[config.mk]
export PLATFORM = sky130hd
export DESIGN_NAME = lockcfg_bank
export DESIGN_NICKNAME = d
export VERILOG_FILES = /design/src/rtl/lockcfg_pkg.sv /design/src/rtl/lockcfg_decode.sv /design/src/rtl/lockcfg_regs.sv /design/src/rtl/lockcfg_ctl.sv /design/src/rtl/lockcfg_bank.sv
export SDC_FILE = /design/constraint.sdc
export NUM_CORES = 1
export LEC_CHECK = 0
export BUFFER_PORTS_ARGS = -buffer_cell sky130_fd_sc_hd__buf_2
export CORE_MARGIN = 2
export CORE_UTILIZATION = 35
export CTS_CLUSTER_DIAMETER = 60
export CTS_CLUSTER_SIZE = 24
export DETAILED_ROUTE_END_ITERATION = 8
export GPL_ROUTABILITY_DRIVEN = 1
export HOLD_SLACK_MARGIN = 0.06
export SYNTH_ARGS = -nofsm -noshare
export SYNTH_HDL_FRONTEND = slang
export SYNTH_SLANG_ARGS = --single-unit
[constraint.sdc]
create_clock -name clk -period 3.6 [get_ports clk]
set_clock_uncertainty 0.05 [all_clocks]
set_input_delay 0 -clock clk [delete_from_list [all_inputs] [get_ports clk]]
set_output_delay 0 -clock clk [all_outputs]
set_load 0.01 [all_outputs]
[src/rtl/lockcfg_pkg.sv]
package lockcfg_pkg;
    localparam int unsigned BYTE_W       = 8;
    localparam int unsigned REGION_BYTES = 4;
    localparam int unsigned REGION_VIS   = 3;
    localparam int unsigned REGION_W     = REGION_BYTES * BYTE_W;

    localparam logic [7:0] IDX_MCTL   = 8'hC1;
    localparam logic [7:0] IDX_PCTL   = 8'hC2;
    localparam logic [7:0] IDX_GCTL   = 8'hC3;
    localparam logic [7:0] IDX_RGN0   = 8'hCD;
    localparam logic [7:0] IDX_RGN_HI = 8'hCF;
    localparam logic [7:0] IDX_ID_LO  = 8'hFE;
    localparam logic [7:0] IDX_ID_HI  = 8'hFF;

    typedef enum logic [1:0] {
        MM_OFF_A = 2'b00,
        MM_PIN   = 2'b01,
        MM_OFF_B = 2'b10,
        MM_INSN  = 2'b11
    } mm_src_e;

    typedef struct packed {
        logic wt_region;
        logic nw_lock;
        logic halt_pause;
        logic pause_en;
    } pctl_t;

    typedef struct packed {
        logic order_q3;
        logic order_q2;
        logic order_q1;
        logic map_en;
        logic pause_in_mgmt;
        logic nmi_en;
        logic lock;
    } gctl_t;

    typedef struct packed {
        logic [7:0]          idx;
        logic                idx_vld;
        mm_src_e             mode;
        pctl_t               pctl;
        gctl_t               gctl;
        logic [REGION_W-1:0] region;
    } bank_t;
endpackage

[src/rtl/lockcfg_decode.sv]
module lockcfg_decode
    import lockcfg_pkg::*;
#(
    parameter int unsigned NVIS = REGION_VIS
) (
    input  logic [7:0]      idx,
    input  logic            map_en,
    output logic            hit_mctl,
    output logic            hit_pctl,
    output logic            hit_gctl,
    output logic [NVIS-1:0] hit_rgn,
    output logic            hit_id_lo,
    output logic            hit_id_hi
);
    logic            in_window;
    logic            reach;
    logic [NVIS-1:0] raw_rgn;

    always_comb begin
        in_window = (idx >= IDX_MCTL && idx <= IDX_GCTL)
                 || (idx >= IDX_RGN0 && idx <= IDX_RGN_HI)
                 || (idx >= IDX_ID_LO);
        reach     = map_en || in_window;
        hit_mctl  = reach && (idx == IDX_MCTL);
        hit_pctl  = reach && (idx == IDX_PCTL);
        hit_gctl  = reach && (idx == IDX_GCTL);
        hit_id_lo = reach && (idx == IDX_ID_LO);
        hit_id_hi = reach && (idx == IDX_ID_HI);
    end

    for (genvar g = 0; g < NVIS; g++) begin : g_rgn
        assign raw_rgn[g] = (idx == IDX_RGN0 + 8'(g));
        assign hit_rgn[g] = reach && raw_rgn[g];
    end
endmodule

[src/rtl/lockcfg_regs.sv]
module lockcfg_regs
    import lockcfg_pkg::*;
#(
    parameter logic [7:0]  IDX_PORT = 8'h22,
    parameter logic [7:0]  DAT_PORT = 8'h23,
    parameter logic [7:0]  ID_LO    = 8'h5A,
    parameter logic [7:0]  ID_HI    = 8'hA6,
    parameter int unsigned NVIS     = REGION_VIS
) (
    input  logic            clk,
    input  logic            rst_n,
    input  logic            io_rd,
    input  logic            io_wr,
    input  logic [7:0]      io_addr,
    input  logic [7:0]      io_wdata,
    input  logic            in_mgmt,
    input  logic            hit_mctl,
    input  logic            hit_pctl,
    input  logic            hit_gctl,
    input  logic [NVIS-1:0] hit_rgn,
    input  logic            hit_id_lo,
    input  logic            hit_id_hi,
    output logic [7:0]      io_rdata,
    output bank_t           state_q
);
    bank_t d_d;
    bank_t q_q;
    logic  idx_acc;
    logic  dat_acc;
    logic  wr_ok;
    logic  rd_ok;
    logic  guard_open;

    always_comb begin
        d_d        = q_q;
        idx_acc    = (io_addr == IDX_PORT);
        dat_acc    = (io_addr == DAT_PORT);
        wr_ok      = io_wr && dat_acc && q_q.idx_vld;
        rd_ok      = io_rd && !io_wr && dat_acc && q_q.idx_vld;
        guard_open = !q_q.gctl.lock || in_mgmt;

        if (io_wr && idx_acc) begin
            d_d.idx     = io_wdata;
            d_d.idx_vld = 1'b1;
        end else if ((io_wr || io_rd) && dat_acc) begin
            d_d.idx_vld = 1'b0;
        end

        if (wr_ok) begin
            if (hit_mctl && guard_open) begin
                d_d.mode = mm_src_e'(io_wdata[1:0]);
            end
            if (hit_pctl) begin
                d_d.pctl = pctl_t'(io_wdata[3:0]);
            end
            if (hit_gctl) begin
                d_d.gctl      = gctl_t'(io_wdata[6:0]);
                d_d.gctl.lock = q_q.gctl.lock | io_wdata[0];
                if (!guard_open) begin
                    d_d.gctl.nmi_en = q_q.gctl.nmi_en;
                end
            end
            for (int b = 0; b < NVIS; b++) begin
                if (hit_rgn[b] && guard_open) begin
                    d_d.region[b*BYTE_W +: BYTE_W] = io_wdata;
                end
            end
        end

        io_rdata = 8'hFF;
        if (rd_ok) begin
            if (hit_mctl)  io_rdata = {6'b0, q_q.mode};
            if (hit_pctl)  io_rdata = {4'b0, q_q.pctl};
            if (hit_gctl)  io_rdata = {1'b0, q_q.gctl};
            if (hit_id_lo) io_rdata = ID_LO;
            if (hit_id_hi) io_rdata = ID_HI;
            for (int b = 0; b < NVIS; b++) begin
                if (hit_rgn[b]) io_rdata = q_q.region[b*BYTE_W +: BYTE_W];
            end
        end
    end

    always_ff @(posedge clk or negedge rst_n) begin
        if (!rst_n) begin
            q_q <= '0;
        end else begin
            q_q <= d_d;
        end
    end

    assign state_q = q_q;
endmodule

[src/rtl/lockcfg_ctl.sv]
module lockcfg_ctl
    import lockcfg_pkg::*;
#(
    parameter logic [7:0] IDX_PORT = 8'h22
) (
    input  mm_src_e    mode,
    input  pctl_t      pctl,
    input  gctl_t      gctl,
    input  logic       in_mgmt,
    input  logic       mgmt_pin_n,
    input  logic       mgmt_insn,
    input  logic       pause_pin_n,
    input  logic       halt_done,
    input  logic [1:0] addr_qtr,
    input  logic       io_rd,
    input  logic       io_wr,
    input  logic [7:0] io_addr,
    output logic       mgmt_entry,
    output logic       pause_req,
    output logic       nmi_in_mgmt,
    output logic       nw_lock,
    output logic       strong_order,
    output logic       io_trap
);
    logic pin_pause;

    always_comb begin
        unique case (mode)
            MM_PIN:  mgmt_entry = !mgmt_pin_n;
            MM_INSN: mgmt_entry = mgmt_insn;
            default: mgmt_entry = 1'b0;
        endcase

        pin_pause = pctl.pause_en && !pause_pin_n && (!in_mgmt || gctl.pause_in_mgmt);
        pause_req = pin_pause || (pctl.halt_pause && halt_done);

        unique case (addr_qtr)
            2'b01:   strong_order = gctl.order_q1;
            2'b10:   strong_order = gctl.order_q2;
            2'b11:   strong_order = gctl.order_q3;
            default: strong_order = 1'b0;
        endcase

        nmi_in_mgmt = gctl.nmi_en;
        nw_lock     = pctl.nw_lock;
        io_trap     = gctl.map_en && (io_rd || io_wr) && (io_addr == IDX_PORT);
    end
endmodule

[src/rtl/lockcfg_bank.sv]
module lockcfg_bank
    import lockcfg_pkg::*;
#(
    parameter int unsigned ADDR_W   = 32,
    parameter logic [7:0]  IDX_PORT = 8'h22,
    parameter logic [7:0]  DAT_PORT = 8'h23,
    parameter logic [7:0]  ID_LO    = 8'h5A,
    parameter logic [7:0]  ID_HI    = 8'hA6
) (
    input  logic              clk,
    input  logic              rst_n,
    input  logic              io_rd,
    input  logic              io_wr,
    input  logic [7:0]        io_addr,
    input  logic [7:0]        io_wdata,
    output logic [7:0]        io_rdata,
    output logic              io_trap,
    input  logic              in_mgmt,
    input  logic              mgmt_pin_n,
    input  logic              mgmt_insn,
    input  logic              pause_pin_n,
    input  logic              halt_done,
    input  logic [ADDR_W-1:0] acc_addr,
    output logic              mgmt_entry,
    output logic              pause_req,
    output logic              nmi_in_mgmt,
    output logic              nw_lock,
    output logic              strong_order
);
    localparam int unsigned NVIS = REGION_VIS;

    bank_t               st;
    logic                hit_mctl;
    logic                hit_pctl;
    logic                hit_gctl;
    logic [NVIS-1:0]     hit_rgn;
    logic                hit_id_lo;
    logic                hit_id_hi;
    logic                lock_w;
    logic                nmi_w;
    logic [1:0]          mode_w;
    logic [REGION_W-1:0] region_w;
    logic                idx_vld_w;
    logic [7:0]          idx_w;
    logic                unused_addr_bits;

    assign lock_w           = st.gctl.lock;
    assign nmi_w            = st.gctl.nmi_en;
    assign mode_w           = st.mode;
    assign region_w         = st.region;
    assign idx_vld_w        = st.idx_vld;
    assign idx_w            = st.idx;
    assign unused_addr_bits = ^acc_addr[ADDR_W-3:0];

    lockcfg_decode #(.NVIS(NVIS)) i_decode (
        .idx       (st.idx),
        .map_en    (st.gctl.map_en),
        .hit_mctl  (hit_mctl),
        .hit_pctl  (hit_pctl),
        .hit_gctl  (hit_gctl),
        .hit_rgn   (hit_rgn),
        .hit_id_lo (hit_id_lo),
        .hit_id_hi (hit_id_hi)
    );

    lockcfg_regs #(
        .IDX_PORT (IDX_PORT),
        .DAT_PORT (DAT_PORT),
        .ID_LO    (ID_LO),
        .ID_HI    (ID_HI),
        .NVIS     (NVIS)
    ) i_regs (
        .clk       (clk),
        .rst_n     (rst_n),
        .io_rd     (io_rd),
        .io_wr     (io_wr),
        .io_addr   (io_addr),
        .io_wdata  (io_wdata),
        .in_mgmt   (in_mgmt),
        .hit_mctl  (hit_mctl),
        .hit_pctl  (hit_pctl),
        .hit_gctl  (hit_gctl),
        .hit_rgn   (hit_rgn),
        .hit_id_lo (hit_id_lo),
        .hit_id_hi (hit_id_hi),
        .io_rdata  (io_rdata),
        .state_q   (st)
    );

    lockcfg_ctl #(.IDX_PORT(IDX_PORT)) i_ctl (
        .mode         (st.mode),
        .pctl         (st.pctl),
        .gctl         (st.gctl),
        .in_mgmt      (in_mgmt),
        .mgmt_pin_n   (mgmt_pin_n),
        .mgmt_insn    (mgmt_insn),
        .pause_pin_n  (pause_pin_n),
        .halt_done    (halt_done),
        .addr_qtr     (acc_addr[ADDR_W-1 -: 2]),
        .io_rd        (io_rd),
        .io_wr        (io_wr),
        .io_addr      (io_addr),
        .mgmt_entry   (mgmt_entry),
        .pause_req    (pause_req),
        .nmi_in_mgmt  (nmi_in_mgmt),
        .nw_lock      (nw_lock),
        .strong_order (strong_order),
        .io_trap      (io_trap)
    );
endmodule

==> results of run 1 <==
==> synth_stat cells, types with 2 or more instances <==
library cell   n
dfrtp_1       46
mux2_2        37
a21oi_1       19
nand2_1       12
o21ai_0       10
mux2_4         8
nor2_1         8
clkbuf_1       6
nand3_1        5
inv_1          4
a31oi_1        3
and2_1         3
mux2i_1        3
nor2b_1        3
a221oi_1       2
a22o_1         2
and3_2         2
nand2b_1       2
nand4_1        2
nor2_2         2
nor3b_1        2
nor4_1         2
nor4b_1        2
o22ai_1        2
o311ai_0       2
==> layer usage <==
layer  vias to the layer above  global-route usage [%]
li1                        902                       -
met1                       972                    24.3
met2                        58                    27.2
met3                         7                    3.60
met4                         0                    3.50
met5                         -                       0
==> placed cells by master, fill, tap and decap left out, drive strengths merged, types with 3 or more instances in the layout <==
cell	n
dlygate4sd3	11
buf	40
and2	3
clkbuf	5
a21oi	19
dfrtp	46
o21ai	10
inv	5
nor2b	3
or3	3
nor2	10
nand2	12
nand3	6
a31oi	3
nor4	3
mux2	45
mux2i	3
==> kinds of logic after synthesis <==
logic type / Yosys count
flip-flops: 46
AO/OA/AOI/OAI: 52
buffers and inverters: 13
AND/OR/NAND/NOR: 54
multiplexers: 48
==> where the power goes <==
| group | switching [uW] | leakage, uW | internal, uW |
|---|---|---|---|
| sequential | 11.8 | 0.000641 | 522 |
| clock | 188 | 0.0000585 | 208 |
| combinational | 37.2 | 0.000682 | 31.9 |
| total | 237 | 0.00138 | 762 |
==> worst max-delay path by stage <==
stage | endpoint | startpoint | slack (ns)
2_1_floorplan | i_regs.state_q[10] | i_regs.state_q[51] | 1.38
4_1_cts | io_rdata[2] | i_regs.state_q[46] | 0.79
3_5_place_dp | i_regs.state_q[11] | i_regs.state_q[51] | 1.05
5_1_grt | io_rdata[2] | i_regs.state_q[46] | 0.63
6_report | io_rdata[2] | i_regs.state_q[46] | 0.77
3_3_place_gp | i_regs.state_q[37] | i_regs.state_q[51] | 1.05
==> metrics by stage <==
stage	power [uW]	hold slack (ns)
after detailed placement	603	0.191
after CTS	1010	0.197
final	999	0.199
after floorplan	564	-0.346
after global placement	602	0.190
after global routing	1040	0.226
==> area by class of cell <==
cell class,instances,area [um2],area share [%]
sequential,46,1150,39.4
clock inverter,3,43.8,1.50
timing repair buffer,51,310,10.6
clock buffer,5,68.8,2.35
tap,80,100,3.42
inverter,5,18.8,0.642
multi-input combinational,154,1230,42.1
==> critical path: cells and delay by family, from the launching register on <==
| family | cells | cell delay (ns) |
|---|---|---|
| compound gates | 4 | 1.39 |
| buf+inv | 1 | 0.15 |
| flops | 1 | 0.66 |
| simple gates | 1 | 0.28 |
==> out/results.ini, run 1 <==
[synthesis]
synth-compound-area-share_pct=13.9
yosys.area_share.simple_pct=13.3
async_reset_ff_share_pct=100
synthCells=213
synth_edf_count=0
synth.cell_area_um2=2440
synth.area.top_cells=dfrtp_1 (47%), mux2_2 (17%), mux2_4 (4.9%), a21oi_1 (3.9%), o21ai_0 (2.1%)
ys_ff_latch=46
yosys_warnings=0
avgSynthCellArea_um2=11.4
synth_fa_ha_area_share_pct=0
synth_flop_cell=dfrtp_1
ys_types=49
synth_top_family_by_area=multiplexers
synth_top_area_share_pct=47.2
synth_nets=270
synth_xor_area_share_pct=0
ys_seq_area_share_pct=47.2
synth_top_cell_by_area=dfrtp_1
synth.area.mux_share_pct=23.3

[place]
pre_cts_ws_ns=1.05
dp_cells=325
gp_congestion=0.846
port-buffer-count=40
dp_hpwl_um=4240
placed_cell_area_um2=2700

[routing]
drc=0
ant_nets=0
initialDrtViolationCount=161
m1WireLength_um=2910
drt_first_pass_iters=4
vias=1939
wl_met3_um=338
top_layer_used=met4
drt_wl_total_um=6270
met2_length_um=2980
wl_per_cell_um=18.2
vias_per_cell=5.64

[die]
num_io_pins=71
start_util_pct=36.1
die_area_um2=7650
die_h_um=87.5
fp-row-count=30
core_um2=6760
die_width_um=87.5

[sta]
period_share_pct=78.7
relSlewSlack_pct=29.9
finalHoldViolCount=0
finalSetupViolCount=0
final.setup.tns_ns=0
max_freq_ghz=0.353
period_needed_ns=2.83
worst_slack_ns=0.767
rsz0062_at_grt=false
tightestPinTransition_ns=1.05
drv_slew=0

[power_and_ir_drop]
powerDensity_nw_per_um2=342
p_leak_uw=0.00138
vdd_ir_drop_max_uv=140

[setup_path]
crit_path_end_kind=primary output
critPathMaxStageDelay_ns=0.72
reg2reg_slack_ns=1.02
critical_path.slowest_cell=o311ai_0
r2r_start=i_regs.state_q[51]
critPathLaunchType=register
required_ns=3.55
crit_arrival_ns=2.78
rr_endpoint=i_regs.state_q[12]
cp_cell_sequence=nand3b_1 > o2bb2a_1 > o311ai_0 > o311a_1 > o21ai_0 > buf_2
path_class=reg2out
path_max_fanout=20
rr_worst_depth=5

[global_route]
grt_overflow=0
grt_use_total_pct=17.1
antenna_found_initial=0
grt_pass1_wl_um=10100
grt_pass1_vias=1935
grt_max_degree=47

[layout]
layout.cells.non_filler=344
syn2layout_area_growth_pct=19.9
stdcell_area_um2=2920
drive_gt1_share_pct=39.8
filler_cell_count=660
fin_util_pct=43.3
largest_reg_flops=46
layout.nets=320
antennaDiodeCount=0

[worst_hold_path]
hold_class=in2reg
hold_depth=4
hp-start=io_wr
whs_endpoint=i_regs.state_q[32]

[clock_network]
clk_pin_slew_ns=0.09
holdBufCountCts=11
cts_tree=yes
cts_setup_buffers=0
cts_root_buf=clkbuf_8
cts_htree_levels=2
cts_buffer_depth=2
cts_made_buffers=5
ctsResizeCount=0
clock_latency_ns=0.30
clock_sinks=46

[run]
drv_cap=0

[status]
status=completed

Power figures use the tool's default switching activity.
==> inputs of run 2 (changes only) <==
- clock period: 3.6 -> 2.7 ns (I/O delays scaled with it)
==> run 2 against run 1 <==
Effect of this change:
- clock power up 30%
- combinational power is 51% higher
- design area up 3.7%
- non-clock buffer count increased by 15
- global-route usage increased by 0.32 points
- register-to-register slack worse by 0.83 ns
- critical path type is now reg2reg
- critical endpoint is now i_regs.state_q[11]
- largest cell class unchanged
- largest power group unchanged
==> out/results.ini, run 2 (same netlist as run 1, synthesis figures left out) <==
[status]
status=completed

[setup_path]
path_max_fanout=8  ; -60%
crit_path_end_kind=register
critPathLaunch=i_regs.state_q[51]
reg2reg_slack_ns=0.19  ; -0.83 ns
rr_endpoint=i_regs.state_q[11]
required_ns=2.84  ; -0.71 ns
r2r_start=i_regs.state_q[51]
critical_path.slowest_cell=or3_1
path_class=reg2reg
critPathLaunchType=register
rr_worst_depth=5  ; unchanged
critPathMaxStageDelay_ns=0.59  ; -0.13 ns
endpoint=i_regs.state_q[11]
crit_arrival_ns=2.65  ; -0.13 ns
cp_cell_sequence=and4bb_4 > nand3_4 > or3_4 > or3_1 > mux2_4

[global_route]
grt_max_degree=47  ; unchanged
antenna_found_initial=0  ; unchanged
grt_pass1_vias=1982  ; +2.4%
met2_usage_pct=26.4  ; -0.83 points
grt_overflow=0  ; unchanged
globalRoute.busiestLayer=met2
grt_use_met1_pct=24.7  ; +0.45 points
grt_util_met3_pct=3.60  ; unchanged
grt_use_total_pct=17.5  ; +0.32 points
grt_pass1_wl_um=10100  ; +0.76%

[die]
core_um2=6760  ; unchanged
die_h_um=87.5  ; unchanged
die_width_um=87.5  ; unchanged
start_util_pct=36.1  ; unchanged
num_io_pins=71  ; unchanged
fp-row-count=30  ; unchanged
die_area_um2=7650  ; unchanged

[routing]
drt_wl_total_um=6250  ; -0.33%
vias_per_cell=5.53  ; -2.0%
vias=1984  ; +2.3%
drt_first_pass_iters=4  ; unchanged
drc=0  ; unchanged
ant_nets=0  ; unchanged
wl_per_cell_um=17.4  ; -4.5%
initialDrtViolationCount=95  ; -41%

[sta]
tightestPinTransition_ns=1.05  ; -0.00561 ns
period_share_pct=93.0
final.setup.tns_ns=0  ; unchanged
rsz0062_at_grt=false
period_needed_ns=2.51
max_freq_ghz=0.398
finalSetupViolCount=0  ; unchanged
finalHoldViolCount=0  ; unchanged
relSlewSlack_pct=30.3  ; +0.37 points
drv_slew=0  ; unchanged
worst_slack_ns=0.189  ; -0.578 ns

[layout]
mostFrequentLayoutCell=dfrtp_1
layout_common_cells=dfrtp_1 (46), buf_2 (40), mux2_2 (37)
drive_gt1_share_pct=43.0  ; +3.2 points
syn2layout_area_growth_pct=24.4
largest_reg_flops=46  ; unchanged
multiInputGateArea_um2=1230  ; unchanged
layout.nets=335  ; +4.7%
filler_cell_count=656  ; -0.61%
seqCellArea_um2=1150  ; unchanged
antennaDiodeCount=0  ; unchanged

[power_and_ir_drop]
powerDensity_nw_per_um2=436  ; +28%
p_leak_uw=0.00146  ; +5.7%
p_total_uw=1320  ; +32%
vdd_ir_drop_max_uv=238  ; +69%

[place]
pre_cts_ws_ns=0.222  ; -0.829 ns
port-buffer-count=40  ; unchanged
dp_hpwl_um=4350  ; +2.7%
gp_congestion=0.817  ; -3.4%

[clock_network]
clock_latency_ns=0.31  ; about the same
cts_made_buffers=5  ; unchanged
ctsResizeCount=0  ; unchanged
clk_pin_slew_ns=0.09  ; about the same
clock_sinks=46  ; unchanged
cts_buffer_depth=2  ; unchanged
cts_tree=yes
cts_root_buf=clkbuf_8
cts_htree_levels=2  ; unchanged

[run]
drv_cap=0  ; unchanged

[worst_hold_path]
hold_class=in2reg

-- run 2: report_power, final --
group / switching, uW / total, uW / internal [uW]
registers: 8.37 / 704 / 696
logic: 58.6 / 104 / 45.2
clock network: 242 / 515 / 273
total: 309 / 1320 / 1010
-- run 2: worst min-delay path by stage --
stage / slack [ns] / from / cells past startpoint / end
floorplan: -0.35 / rst_n / 0 / i_regs.state_q[0]
global placement: 0.19 / rst_n / 1 / i_regs.state_q[43]
detailed placement: 0.19 / io_addr[0] / 2 / i_regs.state_q[45]
CTS: 0.17 / io_wr / 4 / i_regs.state_q[35]
global route: 0.21 / io_wr / 4 / i_regs.state_q[35]
finish: 0.19 / io_wr / 4 / i_regs.state_q[35]
-- run 2: routing by layer --
layer | share of wire (%) | vias to the layer above
li1 | - | 932
met1 | 47 | 971
met2 | 45 | 68
met3 | 5.9 | 13
met4 | 2.2 | 0
met5 | 0 | -
-- run 2: critical path, delay by kind of cell, from the launching register on --
family | cells | cell delay, ns
AND/OR/NAND/NOR | 4 | 1.51
flip-flops | 1 | 0.44
multiplexers | 1 | 0.39
-- run 2: final cells by class --
| cell class | count | share of cell area (%) |
|---|---|---|
| flip-flops and latches | 46 | 38.0 |
| multi-input cells | 154 | 40.6 |
| inverters | 5 | 0.619 |
| clock inverters | 3 | 1.32 |
| well taps | 80 | 3.30 |
| repair buffers | 66 | 13.9 |
| clock buffers | 5 | 2.27 |
-- run 2: metrics by stage --
step / std cells / hold WS (ns) / util, % / instance area (um2)
after floorplan: 213 / -0.346 / - / 2440
after global placement: 340 / 0.189 / 41.6 / 2810
after detailed placement: 340 / 0.186 / 41.6 / 2810
after CTS: 359 / 0.174 / 44.9 / 3030
after global routing: 359 / 0.208 / 44.9 / 3030
final: 359 / 0.186 / 44.9 / 3030
-- run 2: repair_timing --
| item | 4_1_cts | 5_1_grt |
|---|---|---|
| setup buffers | 0 | 0 |
| hold buffers | 11 | 0 |
| hold endpoints to repair | 92 | 0 |
==> inputs of run 3 (changes only) <==
- PLACE_DENSITY: not set -> 0.57
==> run 3 against run 2 <==
Effect of this change:
- power increased by 0.19%
- core utilization about the same
- highest routed layer unchanged
- largest power group unchanged
- critical path depth increased by 1
- largest cell class unchanged
- routed wire length decreased by 1.2%
- design area about the same
- worst hold slack about the same
==> out/results.ini, run 3 (same netlist as run 1, synthesis figures left out) <==
[layout]
fin_util_pct=44.8  ; about the same
antennaDiodeCount=0  ; unchanged
largest_reg_flops=46  ; unchanged
syn2layout_area_growth_pct=24.3  ; about the same
drive_gt1_share_pct=42.8  ; -0.20 points
layout_common_cells=dfrtp_1 (46), buf_2 (40), mux2_2 (37)
layout.cells.non_filler=358  ; -0.28%
layout.nets=334  ; -0.30%
mostFrequentLayoutCell=dfrtp_1

[worst_hold_path]
hold_class=in2reg
whs_endpoint=i_regs.state_q[34]
hp-start=io_wr
hold_depth=4  ; unchanged

[sta]
period_needed_ns=2.35  ; -0.162 ns
period_share_pct=87.0  ; -6.0 points
finalSetupViolCount=0  ; unchanged
drv_slew=0  ; unchanged
finalHoldViolCount=0  ; unchanged
max_freq_ghz=0.426  ; +6.9%
tightestPinTransition_ns=1.06  ; +0.0112 ns
rsz0062_at_grt=false
relSlewSlack_pct=29.5  ; -0.75 points
final.setup.tns_ns=0  ; unchanged

[routing]
drt_wl_total_um=6180  ; -1.2%
vias=1957  ; -1.4%
initialDrtViolationCount=132  ; +39%
wl_per_cell_um=17.3  ; -0.94%
drc=0  ; unchanged
ant_nets=0  ; unchanged
drt_first_pass_iters=4  ; unchanged
vias_per_cell=5.47  ; -1.1%

[global_route]
grt_use_total_pct=17.6  ; +0.085 points
antenna_found_initial=0  ; unchanged
grt_max_degree=47  ; unchanged
grt_pass1_vias=1953  ; -1.5%
grt_overflow=0  ; unchanged
grt_pass1_wl_um=10200  ; +1.1%

[clock_network]
cts_buffer_depth=2  ; unchanged
cts_root_buf=clkbuf_8
clock_sinks=46  ; unchanged
cts_htree_levels=2  ; unchanged
cts_setup_buffers=0  ; unchanged
clock_latency_ns=0.30  ; about the same
cts_tree=yes
clk_pin_slew_ns=0.09  ; about the same
cts_made_buffers=5  ; unchanged
ctsResizeCount=0  ; unchanged

[setup_path]
crit_arrival_ns=2.48  ; -0.17 ns
reg2reg_slack_ns=0.35  ; +0.16 ns
rr_endpoint=i_regs.state_q[13]
required_ns=2.83  ; about the same
r2r_start=i_regs.state_q[50]
crit_path_end_kind=register
path_max_fanout=7  ; -1
path_class=reg2reg
rr_worst_depth=6  ; +1
critPathLaunchType=register

[die]
num_io_pins=71  ; unchanged
fp-row-count=30  ; unchanged
die_width_um=87.5  ; unchanged
core_um2=6760  ; unchanged
start_util_pct=36.1  ; unchanged
die_h_um=87.5  ; unchanged
die_area_um2=7650  ; unchanged

[status]
status=completed

[power_and_ir_drop]
seq_power_share_pct=53.3  ; about the same
powerDensity_nw_per_um2=437  ; +0.27%
p_leak_uw=0.00145  ; -0.98%
clkPwrFrac_pct=39.1  ; +0.2 points
vdd_ir_drop_max_uv=244  ; +2.7%
p_comb_share_pct=7.6  ; -0.2 points
p_int_uw=1020  ; +0.33%
p_total_uw=1330  ; +0.19%
power.switching_uw=308  ; -0.29%
switching_share_pct=23.2  ; -0.11 points

[place]
dp_cells=339  ; -0.29%
gp_congestion=0.796  ; -2.5%
dp_hpwl_um=4320  ; -0.67%
port-buffer-count=40  ; unchanged

[run]
drv_cap=0  ; unchanged

==> run 3: critical path: stages (launching register included) <==
cell	delay, ns
dfrtp_1	0.44
and4bb_4	0.38
nand3_4	0.13
or3_4	0.43
or3_1	0.33
buf_4	0.18
mux2_4	0.29
==> run 3: area by class of cell <==
cell class | count | area, um2
Fill cell | 648 | 3730
Multi-Input combinational cell | 154 | 1230
Sequential cell | 46 | 1150
Timing Repair Buffer | 65 | 415
Tap cell | 80 | 100
Clock buffer | 5 | 68.8
Clock inverter | 3 | 45.0
Inverter | 5 | 18.8
==> run 3: per-stage QoR <==
step                area [um2]  hold WS, ns  setup WS (ns)
global placement          2810        0.186          0.365
finish                    3030        0.186          0.351
detailed placement        2810        0.191          0.358
CTS                       3030        0.178          0.356
floorplan                 2440       -0.346          0.478
global route              3030        0.190          0.233
==> run 3: how the worst max path moves through the flow <==
| stage | startpoint | endpoint |
|---|---|---|
| 4_1_cts | i_regs.state_q[50] | i_regs.state_q[13] |
| 2_1_floorplan | i_regs.state_q[51] | i_regs.state_q[10] |
| 3_3_place_gp | i_regs.state_q[50] | i_regs.state_q[9] |
| 6_report | i_regs.state_q[50] | i_regs.state_q[13] |
| 5_1_grt | i_regs.state_q[50] | i_regs.state_q[15] |
| 3_5_place_dp | i_regs.state_q[50] | i_regs.state_q[13] |
==> run 3: repair_timing <==
action                                  in CTS  in global routing
endpoints found under the setup margin       0                  0
hold buffers                                11                  0
endpoints found under the hold margin       92                  0
==> run 3: layer usage <==
| layer | wire, um | vias up | part of all wire (%) | global-route usage [%] |
|---|---|---|---|---|
| met5 | 0 | - | 0 | 0 |
| met4 | 124 | 0 | 2.0 | 6.15 |
| met3 | 387 | 13 | 6.3 | 3.51 |
| met2 | 2770 | 76 | 45 | 26.0 |
| met1 | 2890 | 939 | 47 | 25.4 |
| li1 | - | 929 | - | - |
==> run 3: power groups by stage <==
stage	Combinational, uW	Sequential [uW]	Clock, uW
detailed placement	87.8	719	0
global route	113	708	562
finish	101	706	518
CTS	102	706	537
global placement	87.0	720	0
floorplan	35.9	716	0
